<file path="src/rtl/wdg_pkg.sv">
package wdg_pkg;

  localparam int unsigned WIN_W = 2;

  typedef enum logic [WIN_W-1:0] {
    WIN_HALF     = 2'd0,
    WIN_3QUARTER = 2'd1,
    WIN_FULL     = 2'd2,
    WIN_FULL_ALT = 2'd3
  } win_mode_e;

  // period length in ticks for a given length code
  function automatic logic [31:0] period_ticks(int unsigned base_exp, int unsigned code);
    return 32'd1 << (base_exp + code);
  endfunction

  // first count value at which a restart is legal
  function automatic logic [31:0] window_start(logic [31:0] period, win_mode_e mode);
    case (mode)
      WIN_HALF:     return period >> 1;
      WIN_3QUARTER: return period >> 2;
      default:      return 32'd0;
    endcase
  endfunction

endpackage

</file>
<file path="src/rtl/wdg_cfg_decode.sv">
module wdg_cfg_decode
  import wdg_pkg::*;
#(
  parameter int unsigned BASE_EXP = 10,
  parameter int unsigned SEL_W    = 3,
  parameter int unsigned CNT_W    = BASE_EXP + (1 << SEL_W)
) (
  input  logic [SEL_W-1:0] ovf_sel,
  input  logic [WIN_W-1:0] win_sel,
  output logic [CNT_W-1:0] period,
  output logic [CNT_W-1:0] open_from,
  output logic             bad_combo
);

  win_mode_e   eff_mode;
  logic [31:0] period_w;
  logic [31:0] open_w;

  always_comb begin
    bad_combo = (ovf_sel == '0) && (win_sel == WIN_W'(WIN_HALF));
    eff_mode  = bad_combo ? WIN_FULL : win_mode_e'(win_sel);
    period_w  = period_ticks(BASE_EXP, 32'(ovf_sel));
    open_w    = window_start(period_w, eff_mode);
    period    = CNT_W'(period_w);
    open_from = CNT_W'(open_w);
  end

endmodule

</file>
<file path="src/rtl/wdg_run_ctrl.sv">
module wdg_run_ctrl (
  input  logic tick,
  input  logic osc_locked,
  input  logic halt_req,
  input  logic stop_req,
  input  logic osc_stop_req,
  output logic frozen,
  output logic run
);

  always_comb begin
    frozen = !osc_locked && (halt_req || stop_req || osc_stop_req);
    run    = tick && !frozen;
  end

endmodule

</file>
<file path="src/rtl/wdg_counter.sv">
module wdg_counter #(
  parameter int unsigned CNT_W = 18
) (
  input  logic             clk,
  input  logic             rst_n,
  input  logic             run,
  input  logic             clear,
  input  logic [CNT_W-1:0] period,
  input  logic [CNT_W-1:0] open_from,
  output logic [CNT_W-1:0] count,
  output logic             last_tick,
  output logic             win_open
);

  always_ff @(posedge clk) begin
    if (!rst_n)      count <= '0;
    else if (clear)  count <= '0;
    else if (run)    count <= count + 1'b1;
  end

  always_comb begin
    last_tick = (count == period - 1'b1);
    win_open  = (count >= open_from);
  end

endmodule

</file>
<file path="src/rtl/wdg_restart_gate.sv">
module wdg_restart_gate #(
  parameter int unsigned DATA_W = 8,
  parameter logic [DATA_W-1:0] KEY = 8'hAC
) (
  input  logic              wr_en,
  input  logic [DATA_W-1:0] wr_data,
  input  logic              win_open,
  output logic              key_ok,
  output logic              key_bad
);

  logic data_match;

  always_comb begin
    data_match = (wr_data == KEY);
    key_ok     = wr_en && data_match && win_open;
    key_bad    = wr_en && !key_ok;
  end

endmodule

</file>
<file path="src/rtl/slow_window_watchdog.sv">
module slow_window_watchdog #(
  parameter int unsigned BASE_EXP = 10,
  parameter int unsigned SEL_W    = 3,
  parameter int unsigned DATA_W   = 8,
  parameter logic [DATA_W-1:0] KEY = 8'hAC
) (
  input  logic              clk,
  input  logic              rst_n,
  input  logic              slow_tick,
  input  logic [SEL_W-1:0]  opt_ovf_sel,
  input  logic [1:0]        opt_win_sel,
  input  logic              opt_osc_locked,
  input  logic              halt_req,
  input  logic              stop_req,
  input  logic              osc_stop_req,
  input  logic              wr_en,
  input  logic [DATA_W-1:0] wr_data,
  output logic              wdt_reset,
  output logic              cfg_error
);

  localparam int unsigned CNT_W = BASE_EXP + (1 << SEL_W);

  logic [CNT_W-1:0] period;
  logic [CNT_W-1:0] open_from;
  logic [CNT_W-1:0] count;
  logic             bad_combo;
  logic             frozen;
  logic             cnt_run;
  logic             last_tick;
  logic             win_open;
  logic             key_ok;
  logic             key_bad;
  logic             ovf_evt;
  logic             fault_evt;
  logic             cnt_clear;

  // observation wires for the bound checker
  logic [31:0]      obs_count;
  logic [31:0]      obs_period;

  wdg_cfg_decode #(.BASE_EXP(BASE_EXP), .SEL_W(SEL_W), .CNT_W(CNT_W)) u_cfg (
    .ovf_sel   (opt_ovf_sel),
    .win_sel   (opt_win_sel),
    .period    (period),
    .open_from (open_from),
    .bad_combo (bad_combo)
  );

  wdg_run_ctrl u_run (
    .tick         (slow_tick),
    .osc_locked   (opt_osc_locked),
    .halt_req     (halt_req),
    .stop_req     (stop_req),
    .osc_stop_req (osc_stop_req),
    .frozen       (frozen),
    .run          (cnt_run)
  );

  wdg_restart_gate #(.DATA_W(DATA_W), .KEY(KEY)) u_gate (
    .wr_en    (wr_en),
    .wr_data  (wr_data),
    .win_open (win_open),
    .key_ok   (key_ok),
    .key_bad  (key_bad)
  );

  wdg_counter #(.CNT_W(CNT_W)) u_cnt (
    .clk       (clk),
    .rst_n     (rst_n),
    .run       (cnt_run),
    .clear     (cnt_clear),
    .period    (period),
    .open_from (open_from),
    .count     (count),
    .last_tick (last_tick),
    .win_open  (win_open)
  );

  always_comb begin
    ovf_evt    = cnt_run && last_tick && !key_ok;
    fault_evt  = key_bad || ovf_evt;
    cnt_clear  = wr_en || ovf_evt;
    obs_count  = 32'(count);
    obs_period = 32'(period);
    cfg_error  = bad_combo;
  end

  always_ff @(posedge clk) begin
    if (!rst_n) wdt_reset <= 1'b0;
    else        wdt_reset <= fault_evt;
  end

endmodule

</file>
<file path="config.mk">
export PLATFORM = sky130hd
export DESIGN_NAME = slow_window_watchdog
export DESIGN_NICKNAME = d
export VERILOG_FILES = /design/src/rtl/wdg_pkg.sv /design/src/rtl/wdg_cfg_decode.sv /design/src/rtl/wdg_run_ctrl.sv /design/src/rtl/wdg_counter.sv /design/src/rtl/wdg_restart_gate.sv /design/src/rtl/slow_window_watchdog.sv
export SDC_FILE = /design/constraint.sdc
export NUM_CORES = 1
export LEC_CHECK = 0
export BUFFER_PORTS_ARGS = -buffer_cell sky130_fd_sc_hd__buf_2
export CORE_AREA = 5 5 87 89
export DETAILED_ROUTE_END_ITERATION = 10
export DIE_AREA = 0 0 92 94
export SYNTH_ARGS = -nofsm -noshare
export SYNTH_HDL_FRONTEND = slang
export SYNTH_HIERARCHICAL = 1
export SYNTH_SLANG_ARGS = --single-unit
</file>
<file path="constraint.sdc">
create_clock -name clk -period 11.2 [get_ports clk]
set_clock_uncertainty 0.05 [all_clocks]
set_input_delay 1.12 -clock clk [delete_from_list [all_inputs] [get_ports clk]]
set_output_delay 1.12 -clock clk [all_outputs]
set_load 0.05 [all_outputs]
</file>
# Word-level counts from Yosys, hierarchy flattened
# Cells that the tools add are included.
# word_totals
register_bits	19
inputBits	21
out_inout_bits	2
# classes
n_addsub	3
n_lt_le_gt_ge	1
eq_ne	3
n_shift	1
mux	2
n_bitwise	1
reduce_logical	19
# ops
cell	n
$pmux 18 s2	1
$shl 1x5->20 const A	1
$add 18x1->18 const B	1
$eq 18x18->1	1
$ge 18x18->1	1
$sub 18x1->18 const B	1
$eq 8x8->1 const B	1
$logic_and 1x1->1	8
$add 4x3->5 const A	1
$logic_not 2->1	2
$logic_or 1x1->1	4
$logic_not 1->1	3
$logic_not 3->1	1
$eq 2x1->1 const B	1
$mux 2	1
$reduce_or 2->1	1
$not 1->1	1

# Longest topological paths before layout
# depth
depth_word	11
ltp_mapped	20
mapped_depth_nobuf	17

# Hierarchy
# Netlist, hierarchy kept.
# modules_own_cells
module	instances	cells_each	area_each_um2	seq_area_each_um2
wdg_counter	1	227	1786.7	360.3
wdg_cfg_decode	1	68	429.2	0.0
slow_window_watchdog	1	6	50.0	20.0
wdg_restart_gate	1	5	46.3	0.0
wdg_run_ctrl	1	3	21.3	0.0

# Worst setup path after synthesis
# OpenSTA, ideal clock, no wires.
# synth_path
kind	input port to flip-flop
startpoint	input opt_ovf_sel[1]
endpoint	register u_cnt.count[0]
setup_ns	0.128
arrival_ns	4.474
path_slack_ns	6.549
path_stages	20
path_buffers	3
cell_sequence	ha_1 clkbuf_1 or2b_1 nor3_1 and3b_1 inv_1 ha_1 a21o_1 a21o_1 a21oi_1 o21ai_0 a21oi_1 a21oi_1 and4b_1 and4_1 o21bai_1 nand2b_1 clkbuf_1 clkbuf_1 nor2_1
# synth_rtl
item	line	rtl
start, declared	slow_window_watchdog.sv:10	input logic [SEL_W-1:0] opt_ovf_sel,
$add 4x3->5	wdg_pkg.sv:14	return 32'd1 << (base_exp + code);
$shl 1x5->20	wdg_pkg.sv:14	
net period[8]	slow_window_watchdog.sv:24	logic [CNT_W-1:0] period;
$pmux 18 s2	wdg_pkg.sv:19	case (mode)
net open_from[6]	slow_window_watchdog.sv:25	logic [CNT_W-1:0] open_from;
$ge 18x18->1	wdg_counter.sv:23	win_open = (count >= open_from);
net win_open	slow_window_watchdog.sv:31	logic win_open;
$logic_and 1x1->1	wdg_restart_gate.sv:16	key_ok = wr_en && data_match && win_open;
net key_ok	slow_window_watchdog.sv:32	logic key_ok;
$logic_not 1->1	slow_window_watchdog.sv:81	ovf_evt = cnt_run && last_tick && !key_ok;
$logic_and 1x1->1	slow_window_watchdog.sv:81	
$logic_or 1x1->1	slow_window_watchdog.sv:83	cnt_clear = wr_en || ovf_evt;
net cnt_clear	slow_window_watchdog.sv:36	logic cnt_clear;
$reduce_or 2->1 (no line)	n/a	
end signal, assigned	wdg_counter.sv:18	else if (run) count <= count + 1'b1;
end, declared	wdg_counter.sv:10	output logic [CNT_W-1:0] count,
# The timed path passes the listed nets, and every way through them passes these cells.
# A chain may end at the register's enable or synchronous reset.

# Final worst setup path
# layout_path
startpoint	input opt_ovf_sel[1]
endpoint	register u_cnt.count[8]
# layout_between
elab_chain_len	11
# layout_lines
item	line
branches (longest 4 deep; another with $add 4x3->5)	n/a
$pmux 18 s2 (*)	wdg_pkg.sv:19
net open_from[14]	slow_window_watchdog.sv:25
$ge 18x18->1 (*)	wdg_counter.sv:23
net win_open	slow_window_watchdog.sv:31
$logic_and 1x1->1 (*)	wdg_restart_gate.sv:16
net key_ok	slow_window_watchdog.sv:32
$logic_not 1->1 (*)	slow_window_watchdog.sv:81
$logic_and 1x1->1 (*)	slow_window_watchdog.sv:81
$logic_or 1x1->1 (*)	slow_window_watchdog.sv:83
net cnt_clear	slow_window_watchdog.sv:36
$reduce_or 2->1 (no line) (*)	n/a
# Mark *: on every way through the listed nets, which the timed path passes.

==> results_dict.tcl <==
set metrics [dict create \
    crit_slowest_cell "sky130_fd_sc_hd__or4b_4" \
    design_power_total_mw 0.157 \
    final_hold_violating_endpoints 0 \
    cts_tree "built" \
    routabilityCongestion 0.843 \
    first_global_vias 2024 \
    globalRoute.totalOverflow 0 \
    dpl.cell_count 400 \
    regArea_um2 380 \
    sw_frac_of_total_pct 30.7 \
    final_cell_count_no_fill 404 \
    multi_input_area_um2 1760 \
    critical_path.top_delay_family "simple AND/OR/NAND/NOR gates" \
    yosysWarnings 6 \
    worst_path_most_repeated_cell "sky130_fd_sc_hd__a21oi_1" \
    antenna_cells 0 \
    rows 30 \
    total_neg_setup_slack_ns 0 \
    cp_max_fo 18 \
    ctsResizeCount 0 \
    power.share.clock_pct 30.1 \
    final_layout_size_suffix_gt1_share_pct 12.0 \
    clkTransAtPathRegs_ns 0.07 \
    clock_path_buffers 2 \
    setup.worst_path.start_class "input port" \
    die_height_um 94 \
    timing.final.max_slew_violations 0 \
    path_type_of_the_worst_min_delay_path "flop to flop" \
    wire_length_of_the_first_global_routing_pass_um 9250 \
    fp.dieW_um 92 \
    worst-endpoint-arrival_ns 5.00 \
    netlist_instances 308 \
    gr-usage-all-layers_pct 12.9 \
    switching_power_mw 0.0481 \
    cts_hold_buf 0 \
    drt_first_pass_iters 4 \
    vias 2119 \
    post_synth.cell_area_avg_um2 7.56 \
    irDropWorstVdd_mv 0.0604 \
    crit_path_max_incr_delay_ns 0.53 \
    synthesis.area_um2 2330 \
    grt_antenna_before_repair 0 \
    timing.final.crit_period_ns 4.87 \
    critPathBufInv 2 \
    grt_max_degree 19 \
    timing.hold.ws_ns 0.532 \
    final_net_count 367 \
    port_buffers 22 \
    number_of_levels_the_h_tree_was_split_into 1 \
    number_of_buffers_created_by_cts 3 \
    max_slew.worst_pin.slew_ns 0.684 \
    remaining_drc_errors 0 \
    critPathKind "input port to flop" \
    maxCapViolCount 0 \
    max_clock_freq_mhz 205 \
    floorplan.core_area_um2 6680 \
    clock_sinks 19 \
    power_frac_comb_pct 26.3 \
    slew-limit-headroom_pct 54.0 \
    setup_viol 0 \
    status "completed" \
    setup.worst_path.end_class "flop" \
    cts_root_buf "sky130_fd_sc_hd__clkbuf_8" \
    sequentialPowerShare_pct 43.6 \
    cts.repair_timing.setup_buffer_count 0 \
    vias_per_cell 5.25 \
    ios 23 \
    p_leak_nw 0.990 \
    worst-endpoint-required_ns 11.33 \
    start_util_pct 34.9 \
    hpwlAfterDp_um 4320 \
    n_fill_cell 718 \
    area.growth.synth_to_final_pct 6.87 \
    wl_per_cell_um 13.4 \
    drt_first_iter_violations 109 \
    power_density_nw_per_um2 63.0 \
    path_cells "buf_2, ha_1, nand3b_4, or4b_4, a211oi_2, inv_1, ha_1, nand2_1, nor2_1, nand4_1, o211ai_1, a21oi_1, a21oi_1, and4b_1, and4_1, o21bai_1, nand2b_1, a21oi_1" \
    totalWireLength_um 5420 \
    cellInternalPower_mw 0.109 \
    clock_latency_ns 0.25 \
    final.period_utilization_pct 43.5 \
    die-area_um2 8650 \
    rsz0062_at_grt "false" \
    detail-route-antenna-nets 0 \
]
path summary, 6_finish.rpt:
kind / start / to / slack [ns] / cells past startpoint
worst max register to register: u_cnt/count[3]$_SDFFE_PP0P_ / u_cnt/count[17]$_SDFFE_PP0P_ / 8.05 / 12
worst min-delay path: u_cnt/count[8]$_SDFFE_PP0P_ / u_cnt/count[8]$_SDFFE_PP0P_ / 0.53 / 2
worst max-delay path: opt_ovf_sel[1] / u_cnt/count[8]$_SDFFE_PP0P_ / 6.33 / 18
worst min register to register: u_cnt/count[8]$_SDFFE_PP0P_ / u_cnt/count[8]$_SDFFE_PP0P_ / 0.53 / 2
area by class of cell:
cell class	instances	share of cell area (%)
inverter	26	3.92
sequential	19	15.3
tap	80	4.02
clock buffer	3	1.66
timing repair buffer	22	4.42
clock inverter	1	0.201
multi-input combinational	253	70.5
through the flow:
stage	util, %	setup slack (ns)	cell area, um^2
2_1_floorplan	-	6.55	2380
3_3_place_gp	36.6	6.05	2440
3_5_place_dp	36.6	6.04	2440
4_1_cts	37.3	6.30	2490
5_1_grt	37.3	5.97	2490
6_report	37.3	6.33	2490
worst reg2reg max path, stage by stage (launching register included):
cell,delay (ns)
sky130_fd_sc_hd__dfxtp_1,0.44
sky130_fd_sc_hd__ha_1,0.29
sky130_fd_sc_hd__a21o_1,0.18
sky130_fd_sc_hd__a21o_1,0.18
sky130_fd_sc_hd__a221oi_1,0.32
sky130_fd_sc_hd__o21ai_0,0.15
sky130_fd_sc_hd__a21oi_1,0.16
sky130_fd_sc_hd__a21oi_1,0.06
sky130_fd_sc_hd__and4b_1,0.22
sky130_fd_sc_hd__and4_1,0.21
sky130_fd_sc_hd__o21bai_1,0.12
sky130_fd_sc_hd__nand2b_1,0.53
sky130_fd_sc_hd__nor2_1,0.12
power by group through the flow:
stage          combinational [mW]  clock, mW  sequential (mW)
4_1_cts                    0.0402     0.0492           0.0684
2_1_floorplan              0.0335          0           0.0703
3_3_place_gp               0.0400          0           0.0700
3_5_place_dp               0.0401          0           0.0700
5_1_grt                    0.0459     0.0512           0.0684
6_report                   0.0412     0.0472           0.0684
state kept, by name, summed over array words and instances, names as in the netlist:
register and count:
u_cnt/count 18, wdt_reset 1
placed cells by master (no fill, tap or decap), types with 3 or more instances in the layout:
| cell | count |
|---|---|
| sky130_fd_sc_hd__a211oi_1 | 4 |
| sky130_fd_sc_hd__nand3_1 | 7 |
| sky130_fd_sc_hd__clkbuf_8 | 3 |
| sky130_fd_sc_hd__inv_1 | 26 |
| sky130_fd_sc_hd__a21o_1 | 7 |
| sky130_fd_sc_hd__xor2_1 | 19 |
| sky130_fd_sc_hd__a21oi_1 | 5 |
| sky130_fd_sc_hd__xnor2_1 | 23 |
| sky130_fd_sc_hd__nand2_1 | 17 |
| sky130_fd_sc_hd__buf_2 | 22 |
| sky130_fd_sc_hd__nand2b_1 | 4 |
| sky130_fd_sc_hd__nor2b_1 | 3 |
| sky130_fd_sc_hd__nor2_1 | 37 |
| sky130_fd_sc_hd__nor4_1 | 9 |
| sky130_fd_sc_hd__o21ai_0 | 6 |
| sky130_fd_sc_hd__dfxtp_1 | 19 |
| sky130_fd_sc_hd__and4_1 | 3 |
| sky130_fd_sc_hd__ha_1 | 21 |
| sky130_fd_sc_hd__conb_1 | 14 |
| sky130_fd_sc_hd__nand4_1 | 12 |
| sky130_fd_sc_hd__nor3_1 | 16 |
routing by layer:
layer	vias up	share of wire, %	global-route usage [%]
li1	1102	-	-
met1	974	50	17.9
met2	37	46	21.4
met3	6	2.9	0.881
met4	0	1.1	3.96
met5	-	0	0
(Power assumes the default switching activity.)
